`config.mk`:
```
export PLATFORM = sky130hd
export DESIGN_NAME = lane_align_unit
export DESIGN_NICKNAME = d
export VERILOG_FILES = /design/src/rtl/lane_align_pkg.sv /design/src/rtl/la_align_check.sv /design/src/rtl/la_load_lanes.sv /design/src/rtl/la_store_lanes.sv /design/src/rtl/lane_align_unit.sv
export SDC_FILE = /design/constraint.sdc
export NUM_CORES = 1
export LEC_CHECK = 0
export ABC_AREA = 1
export BUFFER_PORTS_ARGS = -buffer_cell sky130_fd_sc_hd__buf_2
export CAP_MARGIN = 20
export CORE_ASPECT_RATIO = 1.2
export CORE_MARGIN = 4
export CORE_UTILIZATION = 30
export CTS_BUF_LIST = sky130_fd_sc_hd__clkbuf_8
export CTS_CLUSTER_SIZE = 28
export DETAILED_ROUTE_END_ITERATION = 12
export RECOVER_POWER = 50
export SLEW_MARGIN = 40
export SYNTH_ARGS = -nofsm -noshare
export SYNTH_HDL_FRONTEND = slang
export SYNTH_SLANG_ARGS = --single-unit
```
`constraint.sdc`:
```
create_clock -name clk -period 3.6 [get_ports clk]
set_input_delay 0.36 -clock clk [delete_from_list [all_inputs] [get_ports clk]]
set_output_delay 0.36 -clock clk [all_outputs]
set_load 0.005 [all_outputs]
```
`src/rtl/lane_align_pkg.sv`:
```
package lane_align_pkg;

  typedef enum logic [1:0] {
    ACC_BYTE = 2'b00,
    ACC_HALF = 2'b01,
    ACC_WORD = 2'b10,
    ACC_RSVD = 2'b11
  } acc_size_e;

  // Number of lanes an access of the given size covers.
  function automatic int unsigned lanes_of(input acc_size_e sz, input int unsigned nlanes);
    case (sz)
      ACC_BYTE: lanes_of = 1;
      ACC_HALF: lanes_of = nlanes / 2;
      default:  lanes_of = nlanes;
    endcase
  endfunction

endpackage

```
`src/rtl/la_align_check.sv`:
```
module la_align_check
  import lane_align_pkg::*;
#(
  parameter int OFF_W = 2
) (
  input  acc_size_e          size,
  input  logic [OFF_W-1:0]   off_in,
  output logic [OFF_W-1:0]   off_eff,
  output logic               bad_align
);

  // Low offset bits that must be zero for an access of this size.
  logic [OFF_W-1:0] must_zero;

  always_comb begin
    case (size)
      ACC_BYTE: must_zero = '0;
      ACC_HALF: must_zero = {{(OFF_W-1){1'b0}}, 1'b1};
      default:  must_zero = '1;
    endcase
    bad_align = |(off_in & must_zero);
    off_eff   = off_in & ~must_zero;
  end

endmodule

```
`src/rtl/la_load_lanes.sv`:
```
module la_load_lanes
  import lane_align_pkg::*;
#(
  parameter int DATA_W = 32,
  parameter int LANE_W = 8,
  localparam int NLANES = DATA_W / LANE_W,
  localparam int OFF_W = $clog2(NLANES)
) (
  input  acc_size_e          size,
  input  logic [OFF_W-1:0]   off,
  input  logic [DATA_W-1:0]  word_in,
  output logic [DATA_W-1:0]  word_out
);

  // Move `count` lanes starting at lane `first` down to lane 0; the rest is zero.
  function automatic logic [DATA_W-1:0] pick_lanes(
    input logic [DATA_W-1:0] w,
    input int unsigned       first,
    input int unsigned       count
  );
    logic [DATA_W-1:0] r;
    r = '0;
    for (int i = 0; i < NLANES; i++) begin
      if (i < count && (first + i) < NLANES)
        r[i*LANE_W +: LANE_W] = w[(first + i)*LANE_W +: LANE_W];
    end
    return r;
  endfunction

  always_comb begin
    word_out = pick_lanes(word_in, int'(off), lanes_of(size, NLANES));
  end

endmodule

```
`src/rtl/la_store_lanes.sv`:
```
module la_store_lanes
  import lane_align_pkg::*;
#(
  parameter int DATA_W = 32,
  parameter int LANE_W = 8,
  localparam int NLANES = DATA_W / LANE_W,
  localparam int OFF_W = $clog2(NLANES)
) (
  input  acc_size_e          size,
  input  logic [OFF_W-1:0]   off,
  input  logic [DATA_W-1:0]  src,
  output logic [DATA_W-1:0]  lanes,
  output logic [NLANES-1:0]  be
);

  // Repeat the low `count` lanes of the source across the whole word.
  function automatic logic [DATA_W-1:0] spread(
    input logic [DATA_W-1:0] s,
    input int unsigned       count
  );
    logic [DATA_W-1:0] r;
    for (int i = 0; i < NLANES; i++)
      r[i*LANE_W +: LANE_W] = s[(i % count)*LANE_W +: LANE_W];
    return r;
  endfunction

  // Enable `count` lanes starting at lane `first`.
  function automatic logic [NLANES-1:0] enables(
    input int unsigned first,
    input int unsigned count
  );
    logic [NLANES-1:0] r;
    for (int i = 0; i < NLANES; i++)
      r[i] = (i >= first) && (i < first + count);
    return r;
  endfunction

  always_comb begin
    lanes = spread(src, lanes_of(size, NLANES));
    be    = enables(int'(off), lanes_of(size, NLANES));
  end

endmodule

```
`src/rtl/lane_align_unit.sv`:
```
module lane_align_unit
  import lane_align_pkg::*;
#(
  parameter int DATA_W  = 32,
  parameter int LANE_W  = 8,
  parameter bit OUT_REG = 1'b1,
  localparam int NLANES = DATA_W / LANE_W,
  localparam int OFF_W  = $clog2(NLANES)
) (
  input  logic              clk,
  input  logic              rst_n,
  input  logic [1:0]        acc_size,
  input  logic [OFF_W-1:0]  byte_off,
  input  logic [DATA_W-1:0] rd_word,
  input  logic [DATA_W-1:0] wr_src,
  output logic [DATA_W-1:0] ld_result,
  output logic [DATA_W-1:0] wr_lanes,
  output logic [NLANES-1:0] wr_be,
  output logic              misalign
);

  acc_size_e         size_c;
  logic [OFF_W-1:0]  off_eff;
  logic              misalign_c;
  logic [DATA_W-1:0] ld_c;
  logic [DATA_W-1:0] wr_lanes_c;
  logic [NLANES-1:0] wr_be_c;

  assign size_c = acc_size_e'(acc_size);

  la_align_check #(.OFF_W(OFF_W)) u_check (
    .size      (size_c),
    .off_in    (byte_off),
    .off_eff   (off_eff),
    .bad_align (misalign_c)
  );

  la_load_lanes #(.DATA_W(DATA_W), .LANE_W(LANE_W)) u_load (
    .size     (size_c),
    .off      (off_eff),
    .word_in  (rd_word),
    .word_out (ld_c)
  );

  la_store_lanes #(.DATA_W(DATA_W), .LANE_W(LANE_W)) u_store (
    .size  (size_c),
    .off   (off_eff),
    .src   (wr_src),
    .lanes (wr_lanes_c),
    .be    (wr_be_c)
  );

  generate
    if (OUT_REG) begin : g_reg
      always_ff @(posedge clk) begin
        if (!rst_n) begin
          ld_result <= '0;
          wr_lanes  <= '0;
          wr_be     <= '0;
          misalign  <= 1'b0;
        end else begin
          ld_result <= ld_c;
          wr_lanes  <= wr_lanes_c;
          wr_be     <= wr_be_c;
          misalign  <= misalign_c;
        end
      end

      AST_REG_DELAY: assert property (@(posedge clk) disable iff (!rst_n)
        (size_c == ACC_WORD) |=> (ld_result == $past(rd_word))) else $error("R9");
    end else begin : g_comb
      assign ld_result = ld_c;
      assign wr_lanes  = wr_lanes_c;
      assign wr_be     = wr_be_c;
      assign misalign  = misalign_c;
    end
  endgenerate

  // Checks on the internal, pre-register results, valid for both variants.
  AST_WORD_PASS: assert property (@(posedge clk) disable iff (!rst_n)
    (size_c == ACC_WORD || size_c == ACC_RSVD) |-> (ld_c == rd_word)) else $error("R2");
  AST_HALF_UPPER_ZERO: assert property (@(posedge clk) disable iff (!rst_n)
    (size_c == ACC_HALF) |-> (ld_c[DATA_W-1:DATA_W/2] == '0)) else $error("R3");
  AST_BYTE_UPPER_ZERO: assert property (@(posedge clk) disable iff (!rst_n)
    (size_c == ACC_BYTE) |-> (ld_c[DATA_W-1:LANE_W] == '0)) else $error("R4");
  AST_HALF_BE_PAIR: assert property (@(posedge clk) disable iff (!rst_n)
    (size_c == ACC_HALF) |-> ($countones(wr_be_c) == NLANES/2)) else $error("R5");
  AST_BYTE_BE_ONE: assert property (@(posedge clk) disable iff (!rst_n)
    (size_c == ACC_BYTE) |-> ($countones(wr_be_c) == 1)) else $error("R6");
  AST_WORD_BE_ALL: assert property (@(posedge clk) disable iff (!rst_n)
    (size_c == ACC_WORD) |-> (&wr_be_c)) else $error("R7");
  AST_BYTE_NO_ERR: assert property (@(posedge clk) disable iff (!rst_n)
    (size_c == ACC_BYTE) |-> !misalign_c) else $error("R8");

endmodule

```
==> results.cfg <==
[setup_path]
critPathSlowestCell = nand3b_2
cpLargestDelayFamily = simple AND/OR/NAND/NOR gates
max_stage_delay_ns = 0.39
crit_type = input pin to flip-flop
cp-end-kind = flip-flop
crit_chain = buf_2 -> nor2_2 -> inv_1 -> buf_4 -> ha_1 -> inv_1 -> ha_1 -> nor2_1 -> nand3_2 -> a21oi_4 -> nand3_4 -> nand3b_2 -> a21oi_1
crit_buf_inv = 4
start_kind = input pin
cp_max_fo = 20
cp.required_ns = 3.88
worstPathArrival_ns = 2.90
crit_start = acc_size[1]

[logic_synthesis]
syn_area_um2 = 3220
ys_ff_latch = 69
synth_warnings = 0
synth.avg_cell_area_um2 = 7.70
ys_seq_area_share_pct = 42.8
syn-num-nets = 498
synthCells = 419
synth.distinct_cells = 40

[global_route]
antenna_found_initial = 0
grt_pass1_vias = 3197
track_usage_pct = 16.5
grt_max_degree = 31
grt_overflow = 0
grt_pass1_wl_um = 15900

[layout]
drive_above_1_share_pct = 26.2
areaGrowthSynthToFinish_pct = 30.3
n_antenna_cell = 0
nets = 632
nFillCells = 1082
multiInputGateArea_um2 = 1510
utilization_pct = 40.0
final-seq-area_um2 = 1380
fin_cells = 687

[clocking]
cts_tree = done
cts.reportedPaths.clkPinSlew_ns = 0.07
ctsLongestPathBuffers = 2
cts_root_buffer = clkbuf_8
clkSinkCount = 69
ctsHoldBuffers = 0
cts_htree_levels = 3
cts_resized = 0
post_cts_buffers = 0
cts-buffers-inserted = 9

[sta]
fin_tns_setup_ns = 0
finalMaxSlewViolations = 0
rsz0062_at_grt = no
setup_viol = 0
hold_violations = 0
worst_slew_pin_slew_ns = 0.661
fin_crit_ns = 2.63
fmax_mhz = 381
max_slew_margin_pct = 55.6
timing.final.crit_share_pct = 73.0

[detailed_routing]
wl_per_cell_um = 15.3
routed_wl_um = 10500
num_vias = 3367
drc = 0
vias_per_cell = 4.90
first_iter_violations = 170
first_pass_iters = 5
drt.antenna.violating_nets = 0

[floorplan]
die_y_um = 122
ioPinCount = 139
die_area_um2 = 12500
floorplan.initialDensity_pct = 30.7
rows = 41
fp.coreArea_um2 = 10500
chipWidth_um = 103

[pwr]
power_switching_share_pct = 28.7
p_clk_share_pct = 36.9
vdd_drop_max_mv = 0.156
p_comb_share_pct = 19.6
p_leak_nw = 2.03
power.internal_w = 0.00137
seq_power_share_pct = 43.5
p_per_area_nw_per_um2 = 457
p_switching_w = 0.000551

[flow_run]
maxCapViolations = 0

[placed_design]
place_inst = 671
gp_congestion = 0.960
io_buffers = 138
hpwl_um = 8090

[min_path]
hp-class = input pin to flip-flop
min-delay-start = rd_word[29]

[status]
outcome = complete, no violations
## kinds of logic (layout without fill, tap and decap cells)
| kind of cell | Yosys count | count (layout) | share of synthesized area, % |
|---|---|---|---|
| AND/OR/NAND/NOR | 161 | 161 | 24.1 |
| multiplexers | 3 | 3 | 0.931 |
| AO/OA/AOI/OAI | 94 | 94 | 18.1 |
| adder cells (fa/ha/maj) | 9 | 9 | 3.73 |
| buffers and inverters | 83 | 222 | 10.4 |
| flip-flops | 69 | 69 | 42.8 |
## routing by layer
layer  share of wire [%]  vias up  global-route usage, %
li1                    -     1667                      -
met1                  42     1522                   21.0
met2                  48      156                   26.5
met3                 8.3       22                   3.84
met4                 2.5        0                   7.22
met5                   0        -                      0
## area by class of cell
cell class / instances / share of cell area, %
inverter: 63 / 5.63
multi-input combinational: 267 / 36.0
sequential: 69 / 32.9
tap: 129 / 3.84
clock buffer: 10 / 3.27
timing repair buffer: 143 / 16.4
clock inverter: 6 / 2.05
## power groups by stage
stage	Combinational [W]	Sequential, W	Clock [W]
6_report	0.000376	0.000835	0.000709
5_1_grt	0.000418	0.000841	0.000757
4_1_cts	0.000381	0.000836	0.000722
3_5_place_dp	0.000379	0.000853	0
3_3_place_gp	0.000374	0.000852	0
2_1_floorplan	0.000213	0.000858	0
## cells in the mapped netlist (all sizes together)
library cell	instances	area, um^2
dfxtp	69	1380
inv	62	233
or2	9	56.3
a21boi	1	7.51
nor3	11	55.1
nand3	31	178
a211oi	3	22.5
o22ai	9	56.3
a221oi	7	61.3
nand2	69	269
o211ai	8	60.1
clkbuf	8	30.0
o21bai	1	7.51
nor3b	5	37.5
a31oi	1	6.26
clkinv	1	3.75
o21ai	16	83.8
o32ai	7	61.3
mux2i	3	30.0
buf	12	67.6
nand3b	9	71.3
nor2	25	96.4
a21oi	41	216
fa	1	20.0
ha	8	100
nand4	2	12.5
## stage by stage
stage | power, W | worst slack, ns | instance area, um^2 | hold slack [ns]
after floorplan | 0.00107 | 0.575 | 3220 | 0.495
after global placement | 0.00123 | 0.781 | 4020 | 0.622
after detailed placement | 0.00123 | 0.601 | 4020 | 0.632
after CTS | 0.00194 | 0.972 | 4240 | 0.261
after global routing | 0.00202 | 0.701 | 4200 | 0.253
final | 0.00192 | 0.973 | 4200 | 0.273
## registers in the layout, summed over array words and instances, names as in the netlist
signal	cells
ld_result	32
wr_be	4
misalign	1
wr_lanes	32
## placed cells by master, fill, tap and decap left out, types with 9 or more instances in the layout
cell	synthesis	layout
nand3_1	28	28
nor3_1	11	11
nor2_1	24	23
nand2_1	67	67
o22ai_1	9	9
dfxtp_1	69	69
buf_2	6	106
o21ai_0	14	14
clkbuf_1	8	31
inv_1	61	61
a21oi_1	40	40
clkbuf_8	0	10
## final timing paths
| kind | endpoint | slack [ns] | depth (start not counted) |
|---|---|---|---|
| max | wr_lanes[2]$_SDFF_PN0_ | 0.97 | 13 |
| min | ld_result[29]$_SDFF_PN0_ | 0.27 | 3 |
Power figures use the tool's default switching activity.
